==> src/rtl/wkf_pkg.sv <==
package wkf_pkg;

    localparam int DEF_OFS_W   = 8;
    localparam int DEF_MASK_W  = 32;
    localparam int DEF_MIN_OFS = 12;
    localparam int CRC_W       = 16;
    localparam int BYTE_W      = 8;

    localparam logic [CRC_W-1:0] CRC_PRESET    = 16'hFFFF;
    localparam logic [CRC_W-1:0] CRC_POLY_REFL = 16'hA001;

    typedef struct packed {
        logic              valid;
        logic              sof;
        logic              eof;
        logic              good;
        logic [BYTE_W-1:0] data;
    } rx_beat_t;

    typedef enum logic [0:0] {
        PH_IDLE  = 1'b0,
        PH_FRAME = 1'b1
    } phase_e;

    // One byte through the reflected CRC register, least significant bit first.
    function automatic logic [CRC_W-1:0] crc_step_byte(
        input logic [CRC_W-1:0]  c,
        input logic [BYTE_W-1:0] d
    );
        logic [CRC_W-1:0] r;
        r = c;
        for (int b = 0; b < BYTE_W; b++) begin
            if (r[0] ^ d[b]) r = (r >> 1) ^ CRC_POLY_REFL;
            else             r = r >> 1;
        end
        return r;
    endfunction

endpackage

==> src/rtl/wkf_pos_track.sv <==
module wkf_pos_track
    import wkf_pkg::*;
#(
    parameter int OFS_W   = DEF_OFS_W,
    parameter int MASK_W  = DEF_MASK_W,
    parameter int MIN_OFS = DEF_MIN_OFS
)
(
    input  logic              clk,
    input  logic              rst,
    input  logic              en,
    input  logic              accept,
    input  logic              start,
    input  logic [OFS_W-1:0]  offset,
    input  logic [MASK_W-1:0] mask,
    output logic              sel,
    output logic              reached
);
    localparam int POS_W = $clog2((2 ** OFS_W) + MASK_W + 1);
    localparam int IDX_W = $clog2(MASK_W);
    localparam logic [POS_W-1:0] POS_MAX = '1;

    logic [POS_W-1:0] pos_q;
    logic [POS_W-1:0] pos_cur;
    logic [POS_W-1:0] eff_ofs;
    logic [POS_W-1:0] hi_idx;
    logic [POS_W-1:0] need_pos;
    logic [POS_W-1:0] rel;
    logic             in_win;

    always_comb begin
        if (POS_W'(offset) < POS_W'(MIN_OFS)) eff_ofs = POS_W'(MIN_OFS);
        else                                  eff_ofs = POS_W'(offset);
    end

    always_comb begin
        hi_idx = '0;
        for (int n = 0; n < MASK_W; n++) begin
            if (mask[n]) hi_idx = POS_W'(n);
        end
    end

    always_comb begin
        need_pos = eff_ofs + hi_idx;
        pos_cur  = start ? '0 : pos_q;
        rel      = pos_cur - eff_ofs;
        in_win   = (pos_cur >= eff_ofs) && (rel < POS_W'(MASK_W));
        sel      = in_win && mask[rel[IDX_W-1:0]];
        reached  = (pos_cur >= need_pos);
    end

    always_ff @(posedge clk) begin
        if (rst || !en) begin
            pos_q <= '0;
        end else if (accept) begin
            pos_q <= (pos_cur == POS_MAX) ? POS_MAX : pos_cur + 1'b1;
        end
    end

endmodule

==> src/rtl/wkf_crc_unit.sv <==
module wkf_crc_unit
    import wkf_pkg::*;
(
    input  logic              clk,
    input  logic              rst,
    input  logic              en,
    input  logic              start,
    input  logic              accept,
    input  logic              upd,
    input  logic [BYTE_W-1:0] data,
    output logic [CRC_W-1:0]  crc_q,
    output logic [CRC_W-1:0]  crc_next
);
    logic [CRC_W-1:0] crc_base;

    always_comb begin
        crc_base = start ? CRC_PRESET : crc_q;
        crc_next = upd ? crc_step_byte(crc_base, data) : crc_base;
    end

    always_ff @(posedge clk) begin
        if (rst || !en) begin
            crc_q <= CRC_PRESET;
        end else if (accept) begin
            crc_q <= crc_next;
        end
    end

endmodule

==> src/rtl/wkf_frame_ctl.sv <==
module wkf_frame_ctl
    import wkf_pkg::*;
(
    input  logic             clk,
    input  logic             rst,
    input  logic             en,
    input  rx_beat_t         beat,
    input  logic [CRC_W-1:0] cfg_crc,
    input  logic [CRC_W-1:0] crc_next,
    input  logic             reached,
    output logic             accept,
    output logic             start,
    output logic             wake_match
);
    phase_e ph_q;
    logic   hit;

    always_comb begin
        start  = beat.valid && beat.sof;
        accept = beat.valid && (beat.sof || (ph_q == PH_FRAME));
        hit    = accept && beat.eof && beat.good && reached && (crc_next == cfg_crc);
    end

    always_ff @(posedge clk) begin
        if (rst || !en) begin
            ph_q <= PH_IDLE;
        end else if (accept) begin
            ph_q <= beat.eof ? PH_IDLE : PH_FRAME;
        end
    end

    always_ff @(posedge clk) begin
        if (rst || !en) wake_match <= 1'b0;
        else            wake_match <= hit;
    end

endmodule

==> src/rtl/wkup_pattern_filter.sv <==
module wkup_pattern_filter
    import wkf_pkg::*;
#(
    parameter int OFS_W   = DEF_OFS_W,
    parameter int MASK_W  = DEF_MASK_W,
    parameter int MIN_OFS = DEF_MIN_OFS
)
(
    input  logic              clk,
    input  logic              rst,
    input  logic              en,
    input  logic [OFS_W-1:0]  cfg_offset,
    input  logic [MASK_W-1:0] cfg_mask,
    input  logic [CRC_W-1:0]  cfg_crc,
    input  logic              rx_valid,
    input  logic [BYTE_W-1:0] rx_data,
    input  logic              rx_sof,
    input  logic              rx_eof,
    input  logic              rx_good,
    output logic              wake_match
);
    rx_beat_t         beat;
    logic             accept;
    logic             start;
    logic             sel;
    logic             reached;
    logic [CRC_W-1:0] crc_q;
    logic [CRC_W-1:0] crc_next;

    always_comb begin
        beat.valid = rx_valid;
        beat.sof   = rx_sof;
        beat.eof   = rx_eof;
        beat.good  = rx_good;
        beat.data  = rx_data;
    end

    wkf_pos_track #(
        .OFS_W   (OFS_W),
        .MASK_W  (MASK_W),
        .MIN_OFS (MIN_OFS)
    ) u_pos (
        .clk     (clk),
        .rst     (rst),
        .en      (en),
        .accept  (accept),
        .start   (start),
        .offset  (cfg_offset),
        .mask    (cfg_mask),
        .sel     (sel),
        .reached (reached)
    );

    wkf_crc_unit u_crc (
        .clk      (clk),
        .rst      (rst),
        .en       (en),
        .start    (start),
        .accept   (accept),
        .upd      (sel && accept),
        .data     (beat.data),
        .crc_q    (crc_q),
        .crc_next (crc_next)
    );

    wkf_frame_ctl u_ctl (
        .clk        (clk),
        .rst        (rst),
        .en         (en),
        .beat       (beat),
        .cfg_crc    (cfg_crc),
        .crc_next   (crc_next),
        .reached    (reached),
        .accept     (accept),
        .start      (start),
        .wake_match (wake_match)
    );

endmodule

==> config.mk <==
export PLATFORM = sky130hd
export DESIGN_NAME = wkup_pattern_filter
export DESIGN_NICKNAME = d
export VERILOG_FILES = /design/src/rtl/wkf_pkg.sv /design/src/rtl/wkf_pos_track.sv /design/src/rtl/wkf_crc_unit.sv /design/src/rtl/wkf_frame_ctl.sv /design/src/rtl/wkup_pattern_filter.sv
export SDC_FILE = /design/constraint.sdc
export NUM_CORES = 1
export LEC_CHECK = 0
export ABC_CLOCK_PERIOD_IN_PS = 17800
export CAP_MARGIN = 5
export CORE_ASPECT_RATIO = 0.9
export CORE_MARGIN = 2
export CORE_UTILIZATION = 56
export DETAILED_ROUTE_END_ITERATION = 6
export PLACE_DENSITY = 0.86
export SKIP_CTS_REPAIR_TIMING = 1
export SLEW_MARGIN = 10
export SYNTH_ARGS = -nofsm -noshare
export SYNTH_HDL_FRONTEND = slang
export SYNTH_HIERARCHICAL = 1
export SYNTH_SLANG_ARGS = --single-unit
export TNS_END_PERCENT = 20
==> constraint.sdc <==
create_clock -name clk -period 17.8 [get_ports clk]
set_clock_uncertainty 0.2 [all_clocks]
set_input_delay 3.56 -clock clk [delete_from_list [all_inputs] [get_ports clk]]
set_output_delay 3.56 -clock clk [all_outputs]
set_load 0.01 [all_outputs]
# Word level (Yosys, flattened, before mapping)
# Index checks and enable logic that the tools add are counted.
# word_totals
ff_bits,27
inputBits,71
out_inout_bits,1
wordCells,89
# classes
add_sub_neg,3
n_lt_le_gt_ge,5
n_eq_ne,2
n_mux,47
bitwise_logic,16
n_reduce_logical,12
# ops
op,count
two-way mux 16 bit,10
two-way mux 5 bit,16
two-way mux 4 bit,8
NOT 2 -> 3 bit,8
two-way mux 9 bit,2
== test 16 bit,1
two-way mux 3 bit,4
adder 8 x 5 -> 9 bit,1
"adder 9 x 1 -> 9 bit, second input constant",1
"== test 9 bit, second input constant",1
>= comparator 9 x 8 -> 1 bit,1
>= comparator 9 bit,1
logical AND 1 bit,9
"< comparator 9 x 6 -> 1 bit, second input constant",1
subtractor 9 x 8 -> 9 bit,1
"< comparator 8 x 4 -> 1 bit, second input constant",1
two-way mux 8 bit,1
bitwise XOR 1 bit,8
"< comparator 5 x 6 -> 1 bit, second input constant",1
binary-select mux 1 bit (select 5 bit),1
two-way mux 2 bit,2
two-way mux 1 bit,3
logical OR 1 bit,2
logical NOT 1 bit,1

# Logic depth before layout (Yosys ltp)
# logic_depth
ltp_word,35
mapped_depth,22
ltp_nobuf,21

# Hierarchy
# Netlist, hierarchy kept.
# modules_own_cells
mod,instances,cells_each,area_per_inst_um2,seq_area_each_um2
wkf_pos_track,1,244,1886.8,180.2
wkf_crc_unit,1,151,1164.9,320.3
wkf_frame_ctl,1,30,271.5,40.0
wkup_pattern_filter,1,1,6.3,0.0

# Worst setup path after synthesis
# OpenSTA, ideal clock, no wires.
# synth_path
path_type,input -> register
start,input rx_valid
end,register u_ctl.wake_match
setup_time_ns,0.088
arrival_time_ns,7.777
path_slack_ns,9.735
stages,19
n_path_buf,5
path_cell_list,and2_1 -> clkbuf_2 -> clkbuf_1 -> nor2b_1 -> fa_1 -> buf_6 -> mux4_2 -> mux2_2 -> o311ai_1 -> nor2_1 -> and2_1 -> clkbuf_1 -> clkbuf_1 -> o21ai_0 -> a32oi_1 -> xor2_1 -> nor4_2 -> nand4_1 -> nor4_2
# synth_via
word_cells_on_any_way,43
# synth_rtl
element,line,source
from (decl),wkup_pattern_filter.sv:15,"input logic rx_valid,"
logical AND 1 bit (*),wkf_frame_ctl.sv:19,start = beat.valid && beat.sof;
two-way mux 9 bit (*),wkf_pos_track.sv:45,pos_cur = start ? '0 : pos_q;
subtractor 9 x 8 -> 9 bit,wkf_pos_track.sv:46,rel = pos_cur - eff_ofs;
< comparator 9 x 6 -> 1 bit or binary-select mux 1 bit (select 5 bit) (tied branches),"wkf_pos_track.sv:47, wkf_pos_track.sv:48",
logical AND 1 bit or two-way mux 1 bit (tied branches),"wkf_pos_track.sv:47, wkf_pos_track.sv:48",
logical AND 1 bit (*),wkf_pos_track.sv:48,sel = in_win && mask[rel[IDX_W-1:0]];
named net sel,wkup_pattern_filter.sv:25,logic sel;
logical AND 1 bit (*),wkup_pattern_filter.sv:60,".upd (sel && accept),"
two-way mux 16 bit (*),wkf_crc_unit.sv:18,"crc_next = upd ? crc_step_byte(crc_base, data) : crc_base;"
named net crc_next[6],wkup_pattern_filter.sv:28,logic [CRC_W-1:0] crc_next;
== test 16 bit (*),wkf_frame_ctl.sv:21,hit = accept && beat.eof && beat.good && reached && (crc_next == cfg_crc);
logical AND 1 bit (*),wkf_frame_ctl.sv:21,
to (signal assigned),wkf_frame_ctl.sv:34,else wake_match <= hit;
to (decl),wkf_frame_ctl.sv:13,output logic wake_match
# Mark *: on every way through the listed nets, which the timed path passes. The rest lies on a longest branch. The select of a mux whose other input is x is not followed.
# A chain may end at the register's enable or synchronous reset.

# Worst setup path after layout
# layout_path
start,input rx_valid
end,register u_ctl.wake_match
# layout_via
word_cells_on_any_way,43
# layout_rtl
element,line,source
logical AND 1 bit (*),wkf_frame_ctl.sv:19,
named net start,wkup_pattern_filter.sv:24,logic start;
two-way mux 9 bit (*),wkf_pos_track.sv:45,
subtractor 9 x 8 -> 9 bit,wkf_pos_track.sv:46,
< comparator 9 x 6 -> 1 bit or binary-select mux 1 bit (select 5 bit) (tied branches),"wkf_pos_track.sv:47, wkf_pos_track.sv:48",
logical AND 1 bit or two-way mux 1 bit (tied branches),"wkf_pos_track.sv:47, wkf_pos_track.sv:48",
logical AND 1 bit (*),wkf_pos_track.sv:48,
named net sel,wkup_pattern_filter.sv:25,
logical AND 1 bit (*),wkup_pattern_filter.sv:60,
two-way mux 16 bit (*),wkf_crc_unit.sv:18,
named net crc_next[6],wkup_pattern_filter.sv:28,
== test 16 bit (*),wkf_frame_ctl.sv:21,
logical AND 1 bit (*),wkf_frame_ctl.sv:21,
# Marked as above.

==> impl_metrics.yaml <==
outcome:
  status: "finished, final reports clean"
yosys:
  synth_edf_count: 0
  synthFlopType: "dfxtp_1"
  synthesis.nets: 522
  ys_seq_area_frac: 0.162
  syn_avg_cell_area_sq_um: 7.82
  synth-seq-cells: 27
  netlist_area_sq_um: 3330
  netlist_instances: 426
  yosysWarnings: 6
  ys_types: 69
  async_flop_share: 0
routing:
  vias: 3473
  drt-initial-drc-count: 308
  via_per_inst: 6.22
  avgRoutedWirePerCell_microns: 16.4
  drc_errors: 0
  first_pass_iters: 4
  ant_nets: 0
  wl_microns: 9180
global_route:
  track_usage: 0.278
  grt_pass1_wl_microns: 15100
  antenna_found_initial: 0
  grt_max_degree: 41
  grt_pass1_vias: 3353
  overflow: 0
sta:
  post-route-period-util: 0.502
  slew_viol_final: 0
  setup_ws_ns: 8.86
  holdWs_ns: 0.298
  relSlewSlack: 0.349
  tns_ns: 0
  max_freq_ghz: 0.112
  rsz0062_at_grt: "false"
  tightestPinTransition_ns: 0.977
  finalHoldViolations: 0
  fin_crit_ns: 8.94
  setup_viol: 0
critical_path:
  arrival_ns: 8.95
  crit_fanout: 40
  critPathSlowestCell: "fa_1"
  worstPathRequired_ns: 17.80
  critPathMaxStageDelay_ns: 0.77
  worstSetupEndpointType: "flip-flop"
  worstPathCellList: "clkdlybuf4s50_1 > and2_1 > buf_4 > nor2b_1 > inv_1 > ha_1 > inv_1 > fa_1 > mux4_2 > mux2_2 > o311ai_1 > nor2_1 > and2_1 > nand3_1 > o21ai_0 > a32oi_1 > xor2_1 > nor4_2 > nand4_1 > nor4_2"
  start_kind: "primary input"
  crit_type: "primary input to flip-flop"
clock_tree:
  clk_latency_ns: 0.28
  htree_levels: 1
  cts_tree: "built"
  clock_sinks: 27
  numCtsBuffers: 3
  cts-root-buf: "clkbuf_8"
  clk_pin_slew_ns: 0.10
  cts_buffer_depth: 2
die:
  die_y_microns: 77.2
  die_w_microns: 85.3
  start_util: 0.582
  fp-row-count: 26
  ios: 72
  die_area_sq_um: 6580
  core_area_sq_um: 5730
layout:
  diodes: 0
  nNetsFinal: 585
  fin_util: 0.717
  nFillCells: 453
  final_cells: 558
  multi_input_area_sq_um: 2590
  area_growth_pct: 23.3
  seqCellArea_sq_um: 541
  drive_above_1_share: 0.0471
  design_area_sq_um: 4100
pwr:
  powerDensity_nw_per_um2: 42.6
  vdd_drop_max_uv: 33.8
  power_mw: 0.175
  leakage_nw: 1.60
place:
  post-place-ws_ns: 8.62
  placed_area_sq_um: 4060
  placed_cells: 554
  finalWeightedCongestion: 0.886
  hpwlAfterDp_microns: 7380
  io_buffer_count: 71
job:
  maxCapViolCount: 0
worst_hold_path:
  hold_class: "flip-flop to flip-flop"
worst max-delay path: cells and delay by family:
family          cells  cell delay, ns
xor+xnor            1            0.13
compound gates      3            0.59
buf+inv             4            1.01
simple gates        8            1.82
fa+ha+maj           2            0.95
mux                 2            0.85
flip-flops by register name (all words and copies together), names as in the netlist:
register	cells
u_crc/crc_q	16
u_ctl/wake_match	1
u_ctl/ph_q	1
u_pos/pos_q	9
layout make-up:
type | count | share of cell area
clock buffers | 3 | 0.0101
clock inverters | 1 | 0.00122
inverters | 29 | 0.0265
multi-input cells | 355 | 0.632
flip-flops and latches | 27 | 0.132
well taps | 70 | 0.0213
repair buffers | 73 | 0.177
routing by layer:
layer	global-route usage	up-vias	part of all wire
met3	0.0495	17	0.069
li1	-	1682	-
met2	0.473	135	0.48
met4	0.0667	0	0.014
met1	0.365	1639	0.44
met5	0	-	0
cells by family after synthesis:
kind of cell,Yosys count,share of synthesized area
xor gates and xnor gates,45,0.123
buffers and inverters,44,0.0582
adders and majority gates,25,0.0985
AOI/OAI and AO/OA,108,0.207
and+or+nand+nor,151,0.236
muxes,26,0.115
DFF,27,0.162
cell usage in the layout (no fill, tap or decap), types with 7 or more instances in the layout:
| cell type | instances |
|---|---|
| mux2i_1 | 17 |
| nand2_1 | 33 |
| a21oi_1 | 33 |
| nor2b_1 | 7 |
| dfxtp_1 | 27 |
| o21ai_0 | 23 |
| nor3_1 | 18 |
| nor4_1 | 7 |
| ha_1 | 23 |
| inv_1 | 28 |
| nand4_1 | 7 |
| xor2_1 | 14 |
| nor2_1 | 39 |
| xnor2_1 | 30 |
| clkdlybuf4s50_1 | 71 |
where the power goes:
part           internal, mW  total [mW]  switching [mW]
Clock                0.0158      0.0371          0.0213
Sequential           0.0610      0.0615        0.000525
Combinational        0.0396      0.0761          0.0365
Total                 0.116       0.175          0.0583
final timing paths:
kind                                                   from                          end  slack (ns)  cells after the start
worst min register to register  u_crc/crc_q[8]$_SDFFE_PP1P_  u_crc/crc_q[8]$_SDFFE_PP1P_        0.30                      2
worst max-delay path                               rx_valid  u_ctl/wake_match$_SDFF_PP0_        8.86                     20
worst max register to register  u_pos/pos_q[0]$_SDFFE_PP0P_  u_ctl/wake_match$_SDFF_PP0_       12.76                     17
worst min-delay path            u_crc/crc_q[8]$_SDFFE_PP1P_  u_crc/crc_q[8]$_SDFFE_PP1P_        0.30                      2
Yosys cell counts (3+ instances only):
master,count,area share
xor2_1,14,0.037
o21ai_0,23,0.035
ha_1,23,0.086
o21ai_1,4,0.0060
o21bai_1,4,0.0090
a21o_1,4,0.0090
or2_2,3,0.0056
nor4_1,7,0.013
nor3_1,18,0.027
nand3_1,6,0.0090
xnor2_1,30,0.079
and3_1,5,0.0094
and2_1,4,0.0075
a211o_1,3,0.0079
o31ai_1,4,0.0090
inv_1,28,0.032
a21oi_1,33,0.050
mux4_1,6,0.047
nor2b_1,7,0.013
nand2b_1,4,0.0075
o211ai_1,3,0.0068
nand4_1,7,0.013
a211oi_1,4,0.0090
nand2_1,33,0.037
buf_4,3,0.0068
dfxtp_1,27,0.16
nor2_1,39,0.044
clkbuf_1,7,0.0079
a31oi_1,3,0.0056
mux2i_1,17,0.051
No activity file was read; power rests on OpenSTA's default activity.
